$ cat src/rtl/spi_af_pkg.sv
package spi_af_pkg;
  typedef enum logic {
    MODE_0 = 1'b0,
    MODE_3 = 1'b1
  } spi_mode_e;

  localparam int unsigned PIN_COUNT = 3;
  localparam int unsigned PIN_CS    = 2;
  localparam int unsigned PIN_SCK   = 1;
  localparam int unsigned PIN_SI    = 0;
endpackage

$ cat src/rtl/spi_af_sync.sv
module spi_af_sync #(
  parameter int unsigned N      = 3,
  parameter int unsigned STAGES = 2
) (
  input  logic         clk,
  input  logic         rst,
  input  logic [N-1:0] d,
  output logic [N-1:0] q
);
  logic [N-1:0] stage [STAGES];

  genvar g;
  generate
    for (g = 0; g < STAGES; g++) begin : g_stage
      always_ff @(posedge clk) begin
        if (rst) begin
          stage[g] <= '0;
        end else begin
          if (g == 0) stage[g] <= d;
          else        stage[g] <= stage[(g == 0) ? 0 : g-1];
        end
      end
    end
  endgenerate

  assign q = stage[STAGES-1];
endmodule

$ cat src/rtl/spi_af_edges.sv
module spi_af_edges (
  input  logic clk,
  input  logic rst,
  input  logic cs_s,
  input  logic sck_s,
  output logic cs_fall,
  output logic sck_rise,
  output logic sck_fall
);
  // The previous-value registers reset to 0. A chip select that is already
  // low when reset is released therefore never looks like a falling edge.
  logic cs_d, sck_d;

  always_ff @(posedge clk) begin
    if (rst) begin
      cs_d  <= 1'b0;
      sck_d <= 1'b0;
    end else begin
      cs_d  <= cs_s;
      sck_d <= sck_s;
    end
  end

  assign cs_fall  =  cs_d  & ~cs_s;
  assign sck_rise = ~sck_d &  sck_s;
  assign sck_fall =  sck_d & ~sck_s;
endmodule

$ cat src/rtl/spi_af_rx.sv
module spi_af_rx #(
  parameter int unsigned W = 8
) (
  input  logic         clk,
  input  logic         rst,
  input  logic         clear,
  input  logic         active,
  input  logic         sck_rise,
  input  logic         si,
  output logic [W-1:0] rx_byte,
  output logic         rx_valid,
  output logic         cnt_zero
);
  localparam int unsigned CW = (W > 1) ? $clog2(W) : 1;
  localparam logic [CW-1:0] LAST = CW'(W - 1);

  logic [CW-1:0] cnt;
  logic [W-1:0]  sr;
  logic [W-1:0]  sr_next;

  assign sr_next = {sr[W-2:0], si};

  always_ff @(posedge clk) begin
    if (rst) begin
      cnt      <= '0;
      sr       <= '0;
      rx_byte  <= '0;
      rx_valid <= 1'b0;
    end else begin
      rx_valid <= 1'b0;
      if (clear) begin
        cnt <= '0;
      end else if (active && sck_rise) begin
        sr <= sr_next;
        if (cnt == LAST) begin
          cnt      <= '0;
          rx_byte  <= sr_next;
          rx_valid <= 1'b1;
        end else begin
          cnt <= cnt + 1'b1;
        end
      end
    end
  end

  assign cnt_zero = (cnt == '0);
endmodule

$ cat src/rtl/spi_af_tx.sv
module spi_af_tx #(
  parameter int unsigned W = 8
) (
  input  logic         clk,
  input  logic         rst,
  input  logic         load_start,
  input  logic         active,
  input  logic         sck_fall,
  input  logic         cnt_zero,
  input  logic [W-1:0] tx_byte,
  output logic         so_bit
);
  logic [W-1:0] sr;

  // A falling edge at a byte boundary reloads the shift register, so the
  // next MSB appears. Every other falling edge moves on to the next bit.
  always_ff @(posedge clk) begin
    if (rst) begin
      sr <= '0;
    end else if (load_start) begin
      sr <= tx_byte;
    end else if (active && sck_fall) begin
      if (cnt_zero) sr <= tx_byte;
      else          sr <= {sr[W-2:0], 1'b0};
    end
  end

  assign so_bit = sr[W-1];
endmodule

$ cat src/rtl/spi_auto_mode_fe.sv
module spi_auto_mode_fe
  import spi_af_pkg::*;
#(
  parameter int unsigned W         = 8,
  parameter int unsigned SYNC_DEPTH = 2
) (
  input  logic         clk,
  input  logic         rst,
  input  logic         cs_n_in,
  input  logic         sck_in,
  input  logic         si_in,
  input  logic [W-1:0] tx_byte,
  output logic         so_out,
  output logic         so_oe,
  output logic [W-1:0] rx_byte,
  output logic         rx_valid,
  output logic         mode3
);
  logic [PIN_COUNT-1:0] pins_raw, pins_s;
  logic cs_s, sck_s, si_s;
  logic cs_fall, sck_rise, sck_fall;
  logic selected, active, cnt_zero, so_bit;
  spi_mode_e mode_q;

  assign pins_raw[PIN_CS]  = cs_n_in;
  assign pins_raw[PIN_SCK] = sck_in;
  assign pins_raw[PIN_SI]  = si_in;

  spi_af_sync #(.N(PIN_COUNT), .STAGES(SYNC_DEPTH)) u_sync (
    .clk (clk),
    .rst (rst),
    .d   (pins_raw),
    .q   (pins_s)
  );

  assign cs_s  = pins_s[PIN_CS];
  assign sck_s = pins_s[PIN_SCK];
  assign si_s  = pins_s[PIN_SI];

  spi_af_edges u_edges (
    .clk      (clk),
    .rst      (rst),
    .cs_s     (cs_s),
    .sck_s    (sck_s),
    .cs_fall  (cs_fall),
    .sck_rise (sck_rise),
    .sck_fall (sck_fall)
  );

  // Selection state and per-transaction mode capture.
  always_ff @(posedge clk) begin
    if (rst) begin
      selected <= 1'b0;
      mode_q   <= MODE_3;
    end else if (cs_s) begin
      selected <= 1'b0;
    end else if (cs_fall) begin
      selected <= 1'b1;
      mode_q   <= sck_s ? MODE_3 : MODE_0;
    end
  end

  assign active = selected & ~cs_s;

  spi_af_rx #(.W(W)) u_rx (
    .clk      (clk),
    .rst      (rst),
    .clear    (cs_s),
    .active   (active),
    .sck_rise (sck_rise),
    .si       (si_s),
    .rx_byte  (rx_byte),
    .rx_valid (rx_valid),
    .cnt_zero (cnt_zero)
  );

  spi_af_tx #(.W(W)) u_tx (
    .clk        (clk),
    .rst        (rst),
    .load_start (cs_fall),
    .active     (active),
    .sck_fall   (sck_fall),
    .cnt_zero   (cnt_zero),
    .tx_byte    (tx_byte),
    .so_bit     (so_bit)
  );

  assign so_oe  = selected;
  assign so_out = selected & so_bit;
  assign mode3  = (mode_q == MODE_3);
endmodule

$ cat config.mk
export PLATFORM = sky130hd
export DESIGN_NAME = spi_auto_mode_fe
export DESIGN_NICKNAME = d
export VERILOG_FILES = /design/src/rtl/spi_af_pkg.sv /design/src/rtl/spi_af_sync.sv /design/src/rtl/spi_af_edges.sv /design/src/rtl/spi_af_rx.sv /design/src/rtl/spi_af_tx.sv /design/src/rtl/spi_auto_mode_fe.sv
export SDC_FILE = /design/constraint.sdc
export NUM_CORES = 1
export LEC_CHECK = 0
export ABC_CLOCK_PERIOD_IN_PS = 3760
export BUFFER_PORTS_ARGS = -buffer_cell sky130_fd_sc_hd__buf_4
export CAP_MARGIN = 20
export CORE_UTILIZATION = 59
export CTS_CLUSTER_DIAMETER = 40
export DETAILED_ROUTE_END_ITERATION = 8
export PLACE_DENSITY = 0.83
export SYNTH_ARGS = -nofsm -noshare
export SYNTH_HDL_FRONTEND = slang
export SYNTH_HIERARCHICAL = 1
export SYNTH_SLANG_ARGS = --single-unit
$ cat constraint.sdc
create_clock -name clk -period 3.76 [get_ports clk]
set_clock_uncertainty 0.15 [all_clocks]
set_input_delay 0.376 -clock clk [delete_from_list [all_inputs] [get_ports clk]]
set_output_delay 0.376 -clock clk [all_outputs]
set_load 0.01 [all_outputs]
Word-level counts from Yosys, hierarchy flattened
Memories as Yosys holds them, arrays and structs flattened.
Index checks and enable logic that the tools add are counted.
Storage, ports and cells
  register bits after elaboration: 31
  latch bits: 0
  bits in writable memories: 6
  bits in read-only memories: 0
  bits of input ports: 13
  word-level logic and storage cells: 43
  memories kept: 1
Cells by class
  add/subtract/negate cells: 1
  $mul: 0
  div/mod/pow operators: 0
  order comparisons: 0
  equal/unequal tests: 1
  shifts and indexed selects: 0
  muxes and demuxes: 11
  bitwise operators: 11
  reductions and logical operators: 9
Memories
  u_sync.stage: depth 2, bits a word 3, rd ports 2, clocked after Yosys merged registers in 0, write ports 2, line spi_af_sync.sv:10  | logic [N-1:0] stage [STAGES];
Operators by type and width (number)
  8-bit 2-to-1 mux: 3
  3-bit 2-to-1 mux: 3
  1-bit bitwise AND: 5
  1-bit 2-to-1 mux: 5
  1-bit inverter: 4
  2-bit AND reduction: 2
  3-bit by 1-bit adder with 3-bit output (second input constant): 1
  3-bit == test (second input constant): 1
  3-bit zero test: 1
  3-bit AND reduction: 1
  3-bit OR reduction: 1
  1-bit logical AND: 2
  1-bit bitwise OR: 2
  2-bit nonzero test: 1
  2-bit OR reduction: 1

Logic depth before layout (Yosys ltp)
  depth after elaboration: 5
  mapped depth: 6
  depth with buffers taken out: 6

Cells and area by module
The synthesis kept the hierarchy.
By module, submodules not included
  spi_af_rx: instances 1, cells each 75, area an instance 834.6 um2, seq. area each 380.4 um2
  spi_af_tx: instances 1, cells each 45, area an instance 395.4 um2, seq. area each 160.2 um2
  spi_af_sync: instances 1, cells each 12, area an instance 157.7 um2, seq. area each 120.1 um2
  spi_auto_mode_fe: instances 1, cells each 10, area an instance 95.1 um2, seq. area each 40.0 um2
  spi_af_edges: instances 1, cells each 7, area an instance 71.3 um2, seq. area each 40.0 um2

Worst setup path before layout
No wires, ideal clock.
  kind: reg2reg
  from: mem u_sync.stage[1][2]
  to: reg u_rx.rx_byte[1]
  arrival time: 1256 ps
  setup slack: 2234 ps
  cell stages (with the launch flop): 6
  buffers on the path: 2
  path through: dfxtp_1 > and2b_2 > buf_6 > and4b_1 > buf_6 > mux2i_1
RTL lines
  from (decl): line spi_af_sync.sv:10
  to (signal assigned): line spi_af_rx.sv:37  | rx_byte <= sr_next;
  to (decl): line spi_af_rx.sv:10  | output logic [W-1:0] rx_byte,

==> reports/results.md <==
| Metric | Value |
|:---|:---|
| Max-slew violation count | 0 |
| Final hold viol count | 0 |
| Maximum number of pins on one net before global-route repair | 38 |
| Number of design rule violations left after detail routing | 0 |
| Final worst path period share | 54.51% |
| Sequential power share | 62.7% |
| CTS clk-pin slew, worst paths | 0.10 ns |
| Final Wtd Congestion | 0.7036 |
| Routed length per instance | 12.44 um |
| Total CTS buffers | 5 |
| Worst-case setup margin in the final layout | 1.710 ns |
| Clock network power share | 31.5% |
| Clock root cell | clkbuf_4 |
| Most used flip-flop cell after synthesis | dfxtp_1 |
| Router iterations before antenna repair | 4 |
| Part of the total power dissipated in combinational logic | 5.8% |
| Number of cell rows | 18 |
| Count of state elements after synthesis | 37 |
| Power per cell area | 366.8 nW/um2 |
| Setup WS pre-CTS | 1.758 ns |
| F_max | 487.9 MHz |
| Combined area of all synthesized cells | 1554 um2 |
| Die width | 53.32 um |
| Max-cap viol count | 0 |
| Slew at the pin closest to its max-slew limit | 0.9393 ns |
| Share of synthesized area occupied by flip-flops and latches | 47.67% |
| Share of the core filled with cells | 70.71% |
| Number of antenna repair diodes | 0 |
| Synth-to-Final Area Change | 12.72% |
| Clock tree from TritonCTS | built |
| Number of nets at the end of the flow | 188 |
| Total via count in the routed design | 1050 |
| Most common cell after layout, fill and taps aside | dfxtp_1 |
| Worst ir drop on vdd | 323.2 uV |
| Number of buffers on the longest clock path | 2 |
| Max-slew headroom at the worst pin | 37.25% |
| Proportion of netlist area held by the largest area contributor | 47.67% |
| Total nets after synthesis | 165 |
| Average instance area after synthesis | 10.43 um2 |
| Critical path capture point type | register |
| Count of mapped cells out of synthesis | 149 |
| Global-route wire length before repair | 3815 um |
| Worst-path maximum fanout | 12 |
| Outcome | finished clean |
| Drt via density | 5.198 |
| Antenna-violating nets left | 0 |
| Class of the worst hold path | input port to register |
| Number of DRC markers in iteration 0 | 20 |
| Ratio of cells with drive above 1 in the final layout | 22.67% |
| Internal | 0.5070 mW |
| Die area | 2843 um2 |
| Drt total wl | 2513 um |
| Number of buffer and inverter stages on the critical path | 0 |
| Cell breakdown of the critical path | nor2b_1 -> a21o_1 -> nor2_2 -> a311oi_2 |
| Vias in the first global route | 905 |
| Unrepaired setup endpoints after global routing | no |
| Initial cell density of the core | 62.73% |
| Half-perimeter wire length of the detailed placement result | 1760 um |
| Startpoint Class | register |
| Required arrival time at the worst endpoint | 3.85 ns |
| H-tree depth reported by CTS | 2 |
| Post-CTS Hold Fix Bufs | 0 |
| Top library cells by usage in the layout, fill and taps aside | dfxtp_1 (37), buf_4 (24), mux2i_1 (16), nand2b_1 (16), nor2b_1 (12) |
| Congestion Overflow GR | 0 |
| Fraction of power spent switching nets | 21.09% |
| Latest clock arrival within the worst-skew pair | 0.32 ns |
| EDFF count, synth | 0 |
| Async set-reset flop share out of synthesis | 0% |
| Antenna violations before repair | 0 |
| Leading post-synthesis cells by cell area | dfxtp_1 (48%), mux2i_1 (10%), nand2b_1 (6.4%) |
| Number of buffers added for setup after CTS | 0 |
| Post-synth top area cell | dfxtp_1 |
| Static leakage | 0.6887 nW |
| Warnings from Yosys | 6 |
| Switching pwr | 0.1355 mW |
| PostCTS Resize Cnt | 0 |
| Critical path class | register to register |
| GRT Overall Usage | 18.93% |
| Chip height | 53.32 um |
| Delay of the slowest critical-path stage | 0.76 ns |
| Accumulated negative setup slack | 0 ns |
| Data arrival time of the critical path | 2.14 ns |
| TritonCTS sink count | 37 |
| Netlist cell types | 31 |
| Area of the core | 2477 um2 |
| Final setup vio count | 0 |
| Port bufs | 24 |
| Cell type group with the largest total delay on the critical path | simple AND/OR/NAND/NOR gates |
| Min Tclk post-route | 2.050 ns |
| I/O pins | 25 |
| Cell with the biggest individual delay on the critical path | nor2b_1 |
registers in the layout, indices dropped and copies added (netlist names), 3 cells and up:
register,count
u_rx/sr,7
u_rx/rx_byte,8
u_sync/stage,6
u_tx/sr,8
u_rx/cnt,3
layout make-up:
class	instances	area (um2)
tap	30	37.54
clock buffer	7	55.05
timing repair buffer	24	180.2
multi-input combinational	102	730.7
fill	205	725.7
sequential	37	740.7
inverter	2	7.507
power by group through the flow:
| stage | clock network (mW) | logic (mW) | registers [mW] |
|---|---|---|---|
| floorplan | 0 | 0.0243 | 0.411 |
| global placement | 0 | 0.0362 | 0.412 |
| detailed placement | 0 | 0.0375 | 0.412 |
| CTS | 0.211 | 0.0376 | 0.403 |
| global route | 0.224 | 0.0411 | 0.404 |
| finish | 0.202 | 0.0374 | 0.403 |
final timing paths:
path | from | to | slack (ns) | depth (start not counted)
max | u_sync/stage[1][2] | u_tx/sr[2] | 1.71 | 4
min | si_in | u_sync/stage[0][0] | 0.11 | 2
max reg2reg | u_sync/stage[1][2] | u_tx/sr[2] | 1.71 | 4
min reg2reg | u_sync/stage[0][2] | u_sync/stage[1][2] | 0.30 | 1
metrics by stage:
step	power [mW]	instances	cell area (um2)	hold slack, ns
2_1_floorplan	0.4355	149	1554	0.2638
3_3_place_gp	0.4479	195	1697	0.2687
3_5_place_dp	0.4497	195	1697	0.2814
4_1_cts	0.6514	202	1752	0.09802
5_1_grt	0.6689	202	1752	0.1029
6_report	0.6425	202	1752	0.1085
cells in the mapped netlist (2+ instances only):
library cell and n:
dfxtp_1 37, mux2i_1 16, nand2b_1 16, nor2b_1 12, a21oi_1 10, nor2_1 10
o21ai_0 7, a211oi_1 6, buf_6 6, a21bo_2 3, ha_1 3, inv_1 2
nand2_1 2, nand3_1 2
metal layers:
layer	vias up	share of wire (%)	global-route usage [%]
li1	550	-	-
met1	480	48	24.69
met2	15	47	27.92
met3	5	3.0	5.460
met4	0	1.9	9.649
met5	-	0	0
logic make-up (layout without fill, tap and decap cells):
group	count (synthesis)	in the layout	share of synthesized area [%]
and+or+nand+nor	54	54	21.50
DFF	37	37	47.67
AOI/OAI and AO/OA	29	29	12.80
muxes	16	16	10.31
buffers and inverters	10	33	5.313
adders and majority gates	3	3	2.416
No activity file was read; power rests on OpenSTA's default activity.
